<file path="config.mk">
export PLATFORM = sky130hd
export DESIGN_NAME = pll_div_search
export DESIGN_NICKNAME = d
export VERILOG_FILES = /design/src/rtl/pds_pkg.sv /design/src/rtl/pds_seq_div.sv /design/src/rtl/pds_cand_eval.sv /design/src/rtl/pll_div_search.sv
export SDC_FILE = /design/constraint.sdc
export NUM_CORES = 1
export LEC_CHECK = 0
export BUFFER_PORTS_ARGS = -buffer_cell sky130_fd_sc_hd__buf_2
export CORE_ASPECT_RATIO = 1.2
export CORE_MARGIN = 8
export CORE_UTILIZATION = 55
export DETAILED_ROUTE_END_ITERATION = 7
export PLACE_DENSITY = 0.71
export SLEW_MARGIN = 20
export SYNTH_ARGS = -nofsm -noshare
export SYNTH_HDL_FRONTEND = slang
export SYNTH_SLANG_ARGS = --single-unit
export TNS_END_PERCENT = 20
</file>
<file path="constraint.sdc">
create_clock -name clk -period 37.6 [get_ports clk]
set_clock_uncertainty 0.05 [all_clocks]
set_input_delay 0 -clock clk [delete_from_list [all_inputs] [get_ports clk]]
set_output_delay 0 -clock clk [all_outputs]
set_load 0.005 [all_outputs]
</file>
<file path="src/rtl/pds_pkg.sv">
package pds_pkg;
    localparam int N_CODE_W = 4;
    localparam int N_LAST   = 15;
    localparam int M_CODE_W = 10;
    localparam int M_FIRST  = 62;
    localparam int M_LAST   = 623;
    localparam int M_OFFSET = 2;
    localparam int SCALE    = 1000;
    localparam int RATIO_LO = 2000;
    localparam int RATIO_HI = 8000;
    localparam int FVCO_CAP = 1250;
    localparam int ERR_INIT = 3000;

    typedef enum logic [2:0] {
        S_IDLE,
        S_DIV_LOAD,
        S_DIV_WAIT,
        S_WINDOW,
        S_SCAN,
        S_NEXT_N,
        S_FINISH
    } search_state_e;
endpackage

</file>
<file path="src/rtl/pds_seq_div.sv">
module pds_seq_div #(
    parameter int W = 16
) (
    input  logic         clk,
    input  logic         rst_n,
    input  logic         go,
    input  logic [W-1:0] dividend,
    input  logic [W-1:0] divisor,
    output logic         done,
    output logic [W-1:0] quotient
);
    localparam int CNT_W = $clog2(W + 1);

    logic [W:0]       rem_q;
    logic [W-1:0]     quo_q;
    logic [CNT_W-1:0] cnt_q;
    logic             run_q;
    logic [W:0]       shifted;
    logic [W:0]       trial;

    always_comb begin
        shifted = {rem_q[W-1:0], quo_q[W-1]};
        trial   = shifted - {1'b0, divisor};
    end

    always_ff @(posedge clk or negedge rst_n) begin
        if (!rst_n) begin
            rem_q <= '0;
            quo_q <= '0;
            cnt_q <= '0;
            run_q <= 1'b0;
            done  <= 1'b0;
        end else begin
            done <= 1'b0;
            if (go) begin
                rem_q <= '0;
                quo_q <= dividend;
                cnt_q <= CNT_W'(W);
                run_q <= 1'b1;
            end else if (run_q) begin
                if (!trial[W]) begin
                    rem_q <= trial;
                    quo_q <= {quo_q[W-2:0], 1'b1};
                end else begin
                    rem_q <= shifted;
                    quo_q <= {quo_q[W-2:0], 1'b0};
                end
                cnt_q <= cnt_q - 1'b1;
                if (cnt_q == CNT_W'(1)) begin
                    run_q <= 1'b0;
                    done  <= 1'b1;
                end
            end
        end
    end

    assign quotient = quo_q;
endmodule

</file>
<file path="src/rtl/pds_cand_eval.sv">
module pds_cand_eval
    import pds_pkg::*;
#(
    parameter int RATIO_W = 16,
    parameter int TGT_W   = 11,
    parameter int ERR_W   = 12
) (
    input  logic [RATIO_W-1:0]  ratio,
    input  logic [M_CODE_W-1:0] m_code,
    input  logic [TGT_W-1:0]    target,
    input  logic [ERR_W-1:0]    best_err,
    output logic                cand_ok,
    output logic [ERR_W-1:0]    cand_err,
    output logic                improves
);
    localparam int PROD_W = RATIO_W + M_CODE_W;

    logic [PROD_W-1:0] product;
    logic [PROD_W-1:0] vco;
    logic [ERR_W-1:0]  vco_small;
    logic [ERR_W-1:0]  tgt_ext;

    always_comb begin
        product   = PROD_W'(ratio) * PROD_W'(m_code + M_CODE_W'(M_OFFSET));
        vco       = product / PROD_W'(SCALE);
        cand_ok   = (vco <= PROD_W'(FVCO_CAP));
        vco_small = vco[ERR_W-1:0];
        tgt_ext   = ERR_W'(target);
        cand_err  = (vco_small >= tgt_ext) ? (vco_small - tgt_ext) : (tgt_ext - vco_small);
        improves  = cand_ok && (cand_err < best_err);
    end
endmodule

</file>
<file path="src/rtl/pll_div_search.sv">
module pll_div_search
    import pds_pkg::*;
#(
    parameter int REF_W = 6,
    parameter int TGT_W = 11,
    parameter int ERR_W = 12
) (
    input  logic                clk,
    input  logic                rst_n,
    input  logic                start,
    input  logic [REF_W-1:0]    ref_mhz,
    input  logic [TGT_W-1:0]    target_mhz,
    output logic                done,
    output logic                no_solution,
    output logic [N_CODE_W-1:0] best_n,
    output logic [M_CODE_W-1:0] best_m,
    output logic [ERR_W-1:0]    best_err
);
    localparam int DIVD_W = REF_W + 10;

    search_state_e       state_q, state_d;
    logic [REF_W-1:0]    ref_q;
    logic [TGT_W-1:0]    tgt_q;
    logic [N_CODE_W-1:0] n_q;
    logic [M_CODE_W-1:0] m_q;
    logic [DIVD_W-1:0]   ratio_q;
    logic [N_CODE_W-1:0] work_n;
    logic [M_CODE_W-1:0] work_m;
    logic [ERR_W-1:0]    work_err;
    logic                found_q;

    logic                div_go;
    logic                div_done;
    logic [DIVD_W-1:0]   div_quot;
    logic [DIVD_W-1:0]   dividend;
    logic [DIVD_W-1:0]   divisor;
    logic                in_window;
    logic                cand_ok;
    logic [ERR_W-1:0]    cand_err;
    logic                improves;

    always_comb begin
        div_go    = (state_q == S_DIV_LOAD);
        dividend  = DIVD_W'(ref_q) * DIVD_W'(SCALE) + DIVD_W'(n_q);
        divisor   = DIVD_W'(n_q) + DIVD_W'(1);
        in_window = (ratio_q >= DIVD_W'(RATIO_LO)) && (ratio_q <= DIVD_W'(RATIO_HI));
    end

    pds_seq_div #(.W(DIVD_W)) u_div (
        .clk      (clk),
        .rst_n    (rst_n),
        .go       (div_go),
        .dividend (dividend),
        .divisor  (divisor),
        .done     (div_done),
        .quotient (div_quot)
    );

    pds_cand_eval #(.RATIO_W(DIVD_W), .TGT_W(TGT_W), .ERR_W(ERR_W)) u_eval (
        .ratio    (ratio_q),
        .m_code   (m_q),
        .target   (tgt_q),
        .best_err (work_err),
        .cand_ok  (cand_ok),
        .cand_err (cand_err),
        .improves (improves)
    );

    // state register
    always_ff @(posedge clk or negedge rst_n) begin
        if (!rst_n) state_q <= S_IDLE;
        else        state_q <= state_d;
    end

    // next-state logic
    always_comb begin
        state_d = state_q;
        unique case (state_q)
            S_IDLE:     if (start) state_d = S_DIV_LOAD;
            S_DIV_LOAD: state_d = S_DIV_WAIT;
            S_DIV_WAIT: if (div_done) state_d = S_WINDOW;
            S_WINDOW:   state_d = in_window ? S_SCAN : S_NEXT_N;
            S_SCAN:     if (m_q == M_CODE_W'(M_LAST)) state_d = S_NEXT_N;
            S_NEXT_N:   state_d = (n_q == N_CODE_W'(N_LAST)) ? S_FINISH : S_DIV_LOAD;
            S_FINISH:   state_d = S_IDLE;
            default:    state_d = S_IDLE;
        endcase
    end

    // datapath and outputs
    always_ff @(posedge clk or negedge rst_n) begin
        if (!rst_n) begin
            ref_q       <= '0;
            tgt_q       <= '0;
            n_q         <= '0;
            m_q         <= '0;
            ratio_q     <= '0;
            work_n      <= '0;
            work_m      <= '0;
            work_err    <= '0;
            found_q     <= 1'b0;
            done        <= 1'b0;
            no_solution <= 1'b0;
            best_n      <= '0;
            best_m      <= '0;
            best_err    <= '0;
        end else begin
            done <= 1'b0;
            unique case (state_q)
                S_IDLE: begin
                    if (start) begin
                        ref_q    <= ref_mhz;
                        tgt_q    <= target_mhz;
                        n_q      <= '0;
                        work_n   <= '0;
                        work_m   <= '0;
                        work_err <= ERR_W'(ERR_INIT);
                        found_q  <= 1'b0;
                    end
                end
                S_DIV_LOAD: ;
                S_DIV_WAIT: begin
                    if (div_done) ratio_q <= div_quot;
                end
                S_WINDOW: begin
                    m_q <= M_CODE_W'(M_FIRST);
                end
                S_SCAN: begin
                    if (improves) begin
                        work_n   <= n_q;
                        work_m   <= m_q;
                        work_err <= cand_err;
                        found_q  <= 1'b1;
                    end
                    if (m_q != M_CODE_W'(M_LAST)) m_q <= m_q + 1'b1;
                end
                S_NEXT_N: begin
                    if (n_q != N_CODE_W'(N_LAST)) n_q <= n_q + 1'b1;
                end
                S_FINISH: begin
                    done        <= 1'b1;
                    no_solution <= !found_q;
                    best_n      <= work_n;
                    best_m      <= work_m;
                    best_err    <= work_err;
                end
                default: ;
            endcase
        end
    end
endmodule

</file>
* Word level (Yosys, flattened, before mapping)
Index checks and enable logic that the tools add are counted.
** Storage, ports and cells
- Flip-flop bits (word level) :: 144
- Word-level logic and storage cells :: 106
- Output and inout bits :: 28
** Cells by class
- Div/mod/pow operators :: 1
- $lt $le $gt $ge :: 5
- Muxes and demuxes :: 38
- Add/subtract/negate cells :: 9
- $mul :: 2
- Eq/ne operators :: 17
- Reduce and logical (&&, ||, !) cells :: 14
** Operators with widths (number)
- 16-bit two-way mux :: 5
- 10-bit case mux with 2 select lines :: 2
- 12-bit two-way mux :: 3
- 10-bit two-way mux :: 3
- 26-bit by 10-bit divider with 26-bit output, second input constant :: 1
- 26-bit by 11-bit less-or-equal comparator with 1-bit output, second input constant :: 1
- 16-bit by 26-bit multiplier with 26-bit output :: 1
- 12-bit case mux with 2 select lines :: 1
- 3-bit case mux with 6 select lines :: 1
- 17-bit by 5-bit subtractor with 17-bit output :: 1
- 16-bit by 4-bit adder with 16-bit output :: 1
- 16-bit by 11-bit >= comparator with 1-bit output, second input constant :: 1
- 16-bit by 13-bit less-or-equal comparator with 1-bit output, second input constant :: 1
- 4-bit case mux with 2 select lines :: 2
- 6-bit by 7-bit multiplier with 13-bit output, second input constant :: 1
- 12-bit by 11-bit >= comparator with 1-bit output :: 1
- 12-bit less-than comparator :: 1
- 3-bit two-way mux :: 4
- 4-bit two-way mux :: 3
- 11-bit by 12-bit subtractor with 12-bit output :: 1
- 12-bit by 11-bit subtractor with 12-bit output :: 1
- 10-bit by 2-bit adder with 11-bit output, second input constant :: 1
- 1-bit two-way mux :: 11
- 10-bit by 1-bit adder with 10-bit output, second input constant :: 1
- 21 further kinds :: 37

* Depth between registers and ports, before layout
Gate-level depths: netlist of run 1.
- Word-level depth :: 9
- Depth in mapped cells :: 111
- Mapped depth without buffers :: 105

* Modules after synthesis
Synthesis of run 1 repeated with hierarchy kept, for this count alone.
** Second synthesis, totals
- Cell total of the unflattened synthesis :: 2479
- Area total of the unflattened synthesis :: 20044.2 µm²
** Modules (own cells, without submodules)
- pds_cand_eval :: cells each 1588, area each 11941.5 µm², instances 1
- pll_div_search :: cells each 571, area each 5366.4 µm², instances 1
- pds_seq_div :: cells each 320, area each 2736.4 µm², instances 1

* Least setup slack after synthesis of run 1
No wires, ideal clock.
- Path type :: reg-to-reg
- From :: register m_q[4]
- To :: register work_m[4]
- Slack :: 15.214 ns
- Cell stages (with the launch flop) :: 106
- Arrival :: 22.250 ns
- Period minus slack after synthesis :: 22.386 ns
- Library setup time :: 0.086 ns
- Buffers on the path :: 7
- Cell sequence :: dfrtp_1 > clkbuf_1 > nand3_1 > nor2_1 > and3_1 > xor2_1 > clkbuf_1 > and2_1 > fa_1 > fa_1 > fa_1 > fa_1 > inv_1 > fa_1 > inv_1 > ha_1 > buf_4 > a21oi_2 > [... 70 more ...] > a21oi_1 > nor2b_1 > o21ai_0 > nand2b_1 > a21oi_1 > nor2b_1 > o21ai_0 > nand2b_1 > a21oi_1 > nor2b_1 > o21ai_0 > nand2b_1 > a211oi_1 > nand2_1 > o21ai_1 > clkbuf_1 > a22oi_1 > o221ai_2
** On the way
- Word-level cells in the longest chain between the ends :: 9
- Elaborated cells between the ends (all ways) :: 14
- Classes of those cells :: 3 x add/sub; 1 x mul; 1 x div; 3 x order compare; 1 x eq/ne; 3 x mux; 2 x reduce/logical
** RTL lines
- from (decl) :: line pll_div_search.sv:25 : logic [M_CODE_W-1:0] m_q;
- from (signal assigned) :: line pll_div_search.sv:126 : m_q <= M_CODE_W'(M_FIRST);
- from (signal assigned) :: line pll_div_search.sv:135 : if (m_q != M_CODE_W'(M_LAST)) m_q <= m_q + 1'b1;
- 10-bit by 2-bit adder with 11-bit output :: line pds_cand_eval.sv:24 : product = PROD_W'(ratio) * PROD_W'(m_code + M_CODE_W'(M_OFFSET));
- 16-bit by 26-bit multiplier with 26-bit output :: line pds_cand_eval.sv:24
- 26-bit by 10-bit divider with 26-bit output :: line pds_cand_eval.sv:25 : vco = product / PROD_W'(SCALE);
- 11-bit by 12-bit subtractor with 12-bit output, or another cell as far along :: line pds_cand_eval.sv:29 : cand_err = (vco_small >= tgt_ext) ? (vco_small - tgt_ext) : (tgt_ext - vco_small);
- 12-bit two-way mux :: line pds_cand_eval.sv:29
- 12-bit less-than comparator :: line pds_cand_eval.sv:30 : improves = cand_ok && (cand_err < best_err);
- 1-bit logical AND :: line pds_cand_eval.sv:30
- 2-bit inequality test (no line)
- 3-bit AND reduction (no line)
- to (signal assigned) :: line pll_div_search.sv:131 : work_m <= m_q;
- to (decl) :: line pll_div_search.sv:28 : logic [M_CODE_W-1:0] work_m;
Several ways; a longest one is shown, not always the timed one. The select of a mux whose other input is x is not followed.
A chain may end at the register's enable or synchronous reset.

* Worst setup path after layout of run 1
- From :: register m_q[1]
- To :: register work_err[5]
** On the way
- Word-level cells in the longest chain between the ends :: 9
- Elaborated cells between the ends (all ways) :: 14
- Classes of those cells :: 3 x add/sub; 1 x mul; 1 x div; 3 x order compare; 1 x eq/ne; 3 x mux; 2 x reduce/logical
** RTL lines
- 10-bit by 2-bit adder with 11-bit output * :: line pds_cand_eval.sv:24
- 16-bit by 26-bit multiplier with 26-bit output * :: line pds_cand_eval.sv:24
- 26-bit by 10-bit divider with 26-bit output * :: line pds_cand_eval.sv:25
- 11-bit by 12-bit subtractor with 12-bit output, or another cell as far along :: line pds_cand_eval.sv:29
- 12-bit two-way mux :: line pds_cand_eval.sv:29
- 12-bit less-than comparator :: line pds_cand_eval.sv:30
- 1-bit logical AND :: line pds_cand_eval.sv:30
- 2-bit inequality test (no line)
- 3-bit AND reduction (no line)
- to (signal assigned) :: line pll_div_search.sv:117 : work_err <= ERR_W'(ERR_INIT);
- to (signal assigned) :: line pll_div_search.sv:132 : work_err <= cand_err;
- to (decl) :: line pll_div_search.sv:29 : logic [ERR_W-1:0] work_err;
Mark *: on every way between the ends. The rest lies on a longest branch, timed or not. The select of a mux whose other input is x is not followed.

==> results of run 1 <==
==> final timing paths <==
check	startpoint	end	slack [ns]	depth (start not counted)
max	m_q[1]	work_err[5]	9.28	100
min	rst_n	u_div.rem_q[11]	0.10	2
max reg2reg	m_q[1]	work_err[5]	9.28	100
min reg2reg	best_m[1]	best_m[1]	0.43	2
max in group asynchronous	rst_n	tgt_q[0]	36.00	3
min in group clk	target_mhz[7]	tgt_q[7]	0.24	4
==> per-layer routing <==
metal / wire, µm / global-route usage
met1: 23500 / 0.321
met4: 1290 / 0.0823
met3: 2550 / 0.0277
met5: 0 / 0
met2: 27100 / 0.440
==> cell families (layout without fill, tap and decap cells) <==
group | Yosys count | count (layout) | synth area share
multiplexers | 70 | 70 | 0.0372
buffers and inverters | 358 | 358 | 0.0701
XOR/XNOR | 130 | 130 | 0.0603
flip-flops | 144 | 144 | 0.177
AO/OA/AOI/OAI | 618 | 618 | 0.225
AND/OR/NAND/NOR | 886 | 886 | 0.210
adder cells (fa/ha/maj) | 273 | 273 | 0.219
==> flip-flops by register name, summed over array words and instances, names as in the netlist, 3 cells and up <==
name	count
ratio_q	16
u_div.quotient	16
u_div.rem_q	16
best_err	12
work_err	12
tgt_q	11
best_m	10
m_q	10
work_m	10
ref_q	6
u_div.cnt_q	5
best_n	4
n_q	4
work_n	4
state_q	3
==> cells in the final DEF, fill, tap and decap left out, types with 36 or more instances in the layout <==
cell type / n
xor2_1: 42
a211oi_1: 36
nand2_1: 348
ha_1: 129
nand3_1: 60
buf_2: 46
fa_1: 140
xnor2_1: 78
mux2i_1: 40
and2_1: 92
o21ai_0: 109
inv_1: 230
dfrtp_1: 143
nor2_1: 162
nor3_1: 44
a21oi_1: 107
==> worst max-delay path, delay by kind of cell (launching register included) <==
| family | cells | cell delay [ns] |
|---|---|---|
| AO/OA/AOI/OAI | 53 | 15.09 |
| AND/OR/NAND/NOR | 23 | 4.49 |
| adder cells (fa/ha/maj) | 10 | 4.23 |
| multiplexers | 4 | 1.31 |
| XOR/XNOR | 2 | 1.20 |
| buffers and inverters | 8 | 0.86 |
| flip-flops | 1 | 0.85 |
==> metrics by stage <==
| stage | worst slack, ns | cells | util |
|---|---|---|---|
| 2_1_floorplan | 15.21 | 2479 | - |
| 6_report | 9.28 | 2953 | 0.590 |
| 4_1_cts | 9.76 | 2953 | 0.590 |
| 3_3_place_gp | 10.72 | 2902 | 0.568 |
| 5_1_grt | 7.08 | 2953 | 0.590 |
| 3_5_place_dp | 9.83 | 2902 | 0.569 |
==> layout make-up <==
type / count / area (µm²) / share of cell area
timing repair buffer: 90 / 612 / 0.0283
tap: 474 / 593 / 0.0274
inverter: 236 / 893 / 0.0413
multi-input combinational: 1977 / 15300 / 0.708
sequential: 144 / 3610 / 0.167
clock buffer: 18 / 439 / 0.0203
clock inverter: 14 / 168 / 0.00776
==> results.cfg, run 1 <==
[sta]
final-max-slew-violation-count = 0
period_share = 0.753
rsz0062_at_grt = no
setup_viol = 0
finalHoldViolations = 0
whs_ns = 0.103
finalSetupTns_ns = 0
min_period_ns = 28.32
max_slew.worst_pin.slew_ns = 1.13
max_freq_ghz = 0.0353
slew_headroom = 0.247

[global_routing]
grt_pass1_vias = 18300
grt_usage = 0.252
antenna_found_initial = 0
grt_max_degree = 85
grt_first_pass_wirelength_mm = 90.9
grt_overflow = 0

[floorplanning]
placementRows = 77
initial_core_util = 0.555
die_x_um = 191
die_y_um = 227
pin_count = 48
coreArea_um2 = 36600
die_area_um2 = 43400

[critical_path]
end_kind = flip-flop
crit_type = flip-flop to flip-flop
cpMaxStageDelayCell = xor2_1
cp_data_required_time_ns = 37.83
max_stage_delay_ns = 0.88
worst_setup_path_start_kind = flip-flop
crit_fanout = 22
arrival_ns = 28.55
cpMostUsedCell = a21oi_1

[synthesis]
ys_ff_latch = 144
ys.flop_type = dfrtp_1
synthTopCellsByCount = 348 x nand2_1, 230 x inv_1, 163 x nor2_1, 144 x dfrtp_1, 140 x fa_1
syn_avg_cell_area_um2 = 8.20
ys_warn_count = 0
netlist_area_um2 = 20300
async_flop_share = 1.00
synth_top_area_cell = dfrtp_1
syn_nets = 2768
netlist_instances = 2479
yosysSeqAreaShare = 0.177
synth_edf_count = 0
synth.distinct_cells = 128
yosys-top-cells-area = dfrtp_1 18%, fa_1 14%, ha_1 7.9%, nand2_1 6.4%, inv_1 4.2%
synth.most_common_cell = nand2_1
synth_top_cell_area_share = 0.177

[finish]
fillerInstances = 3356
finish.instance_area_um2 = 21600
areaGrowthSynthToFinish_pct = 6.39
antenna_cells = 0
num-nets-final = 2755
layout-drive-gt1-share = 0.0988

[placement]
port_buffers = 47
place_hpwl_mm = 41.5
placed_area_um2 = 20800
gp_congestion = 0.971

[drt]
via_count = 18300
first_pass_iters = 6
drtAntennaViolNets = 0
route.detailed.drc = 0
wl_per_cell_um = 18.4
drtIter0Drc = 1315
vias_per_cell = 6.18
totalWireLength_mm = 54.4

[cts]
hold_buffers = 19
clkLatencyLatePin_ns = 0.45
numClockSinks = 144
tritoncts = yes
numCtsBuffers = 17
cts.clk_slew.worst_paths_ns = 0.07
ctsRootBufferMaster = clkbuf_16
clockBufferDepth = 2
cts_setup_buffers = 0
htreeDepth = 4
post_cts_resize_count = 0

[min_path]
min_path_type = input pin to async pin

[run_status]
status = finished, final reports clean

[job]
cap_violations = 0
Power of run 1 is not shown: default switching activity piles up to over one toggle a cycle in this logic, so the estimate is an artifact.
==> run 2, diff against run 1 <==
PLACE_DENSITY = 0.74   (was 0.71)
clock period = 25.5 ns   (was 37.6 ns; I/O delays follow)
==> run 2 against run 1 <==
  * Register-to-register slack got worse by 7.9 ns
  * Via count rose by 0.77%
  * Cell area rose by 2.8%
  * Non-clock buffer count is 36 higher
  * First-iteration DRC count rose by 38%
  * Sequential cell count is the same
  * Die area did not move
  * Global-route usage down 0.75 points
  * Critical endpoint is now work_err[9]
  * Largest cell class unchanged
==> results.cfg, run 2 (synthesized netlist as in run 1, its figures left out) <==
[global_routing]
grt_max_degree = 79
antenna_found_initial = 0
grt_pass1_vias = 17900
grt_usage = 0.244
grt_first_pass_wirelength_mm = 88.6
grt_overflow = 0

[drt]
wl_per_cell_um = 18.0
route.detailed.drc = 0
first_pass_iters = 6
drtAntennaViolNets = 0
vias_per_cell = 6.15
via_count = 18400
totalWireLength_mm = 53.8
drtIter0Drc = 1814

[sta]
min_period_ns = 24.14
finalHoldViolations = 0
max_freq_ghz = 0.0414
setup_viol = 0
max_slew.worst_pin.slew_ns = 1.15
period_share = 0.947
slew_headroom = 0.226
final-max-slew-violation-count = 0

[critical_path]
cpMaxStageDelayCell = or4_1
crit_fanout = 20
end_kind = flip-flop
cpMostUsedCell = a21oi_1
cp_data_required_time_ns = 25.72
r2r_setup_slack_ns = 1.36
arrival_ns = 24.36
worst_setup_path_start_kind = flip-flop
crit_type = flip-flop to flip-flop
max_stage_delay_ns = 0.72

[finish]
mostFrequentLayoutCell = nand2_1
finish.instance_area_um2 = 22200
final_cell_mix = 345 x nand2_1, 229 x inv_1, 159 x nor2_1, 143 x dfrtp_1, 140 x fa_1
multi_input_area_um2 = 15600
antenna_cells = 0
fillerInstances = 3185
ff_latch_area_um2 = 3600
num-nets-final = 2792
layout-drive-gt1-share = 0.129
areaGrowthSynthToFinish_pct = 9.36

[floorplanning]
pin_count = 48
placementRows = 77
coreArea_um2 = 36600
die_x_um = 191
die_y_um = 227
initial_core_util = 0.555
die_area_um2 = 43400

[placement]
place_hpwl_mm = 40.6
gp_congestion = 0.937
placed_area_um2 = 20900
port_buffers = 47

[min_path]
min_path_type = input pin to flip-flop

[cts]
tritoncts = yes
clkLatencyLatePin_ns = 0.44
clockBufferDepth = 2
numCtsBuffers = 17
cts.clk_slew.worst_paths_ns = 0.07
htreeDepth = 4
ctsRootBufferMaster = clkbuf_16
numClockSinks = 144

[run_status]
status = finished, final reports clean

[job]
cap_violations = 0
run 2: worst max-delay path: cells and delay by family (launching register included):
kind                       cells  cell delay, ns
muxes                          4            1.14
adders and majority gates     11            4.47
DFF                            1            0.44
buffers and inverters          9            1.06
AOI/OAI and AO/OA             49           11.76
and+or+nand+nor               25            4.36
xor gates and xnor gates       3            0.67
run 2: per-layer routing:
layer,track usage,part of all wire
met1,0.315,0.44
met5,0,0
met3,0.0252,0.041
met4,0.0830,0.029
met2,0.422,0.49
run 2: final timing paths:
| kind | cells after the start | end | start |
|---|---|---|---|
| min in group asynchronous | 2 | tgt_q[7] | rst_n |
| worst max-delay path | 101 | work_err[9] | m_q[2] |
| max in group asynchronous | 3 | m_q[0] | rst_n |
| worst min-delay path | 5 | state_q[0] | start |
| worst min register to register | 2 | best_n[2] | best_n[2] |
| worst max register to register | 101 | work_err[9] | m_q[2] |
run 2: area by class of cell:
class / count / area share
Clock inverter: 15 / 0.00940
Multi-Input combinational cell: 1978 / 0.703
Timing Repair Buffer: 126 / 0.0396
Inverter: 236 / 0.0402
Tap cell: 474 / 0.0267
Sequential cell: 144 / 0.162
Clock buffer: 17 / 0.0191
run 2: timing repair:
action	4_1_cts	5_1_grt
hold buffers	18	0
hold endpoints to repair	94	0
resized for setup	0	61
setup buffers	0	24
setup endpoints to repair	0	27
run 2: stage by stage:
step           hold WS [ns]  instances  utilization  TNS, ns  setup WS [ns]
2_1_floorplan        -0.346       2479            -        0           3.11
3_3_place_gp         0.0209       2915        0.571        0          0.916
3_5_place_dp         0.0258       2915        0.571        0          0.118
5_1_grt               0.170       2990        0.607    -1.04         -0.174
6_report             0.0790       2990        0.607        0           1.36
4_1_cts              0.0478       2965        0.593        0       0.000373
Power of run 2 is left out for the same reason.
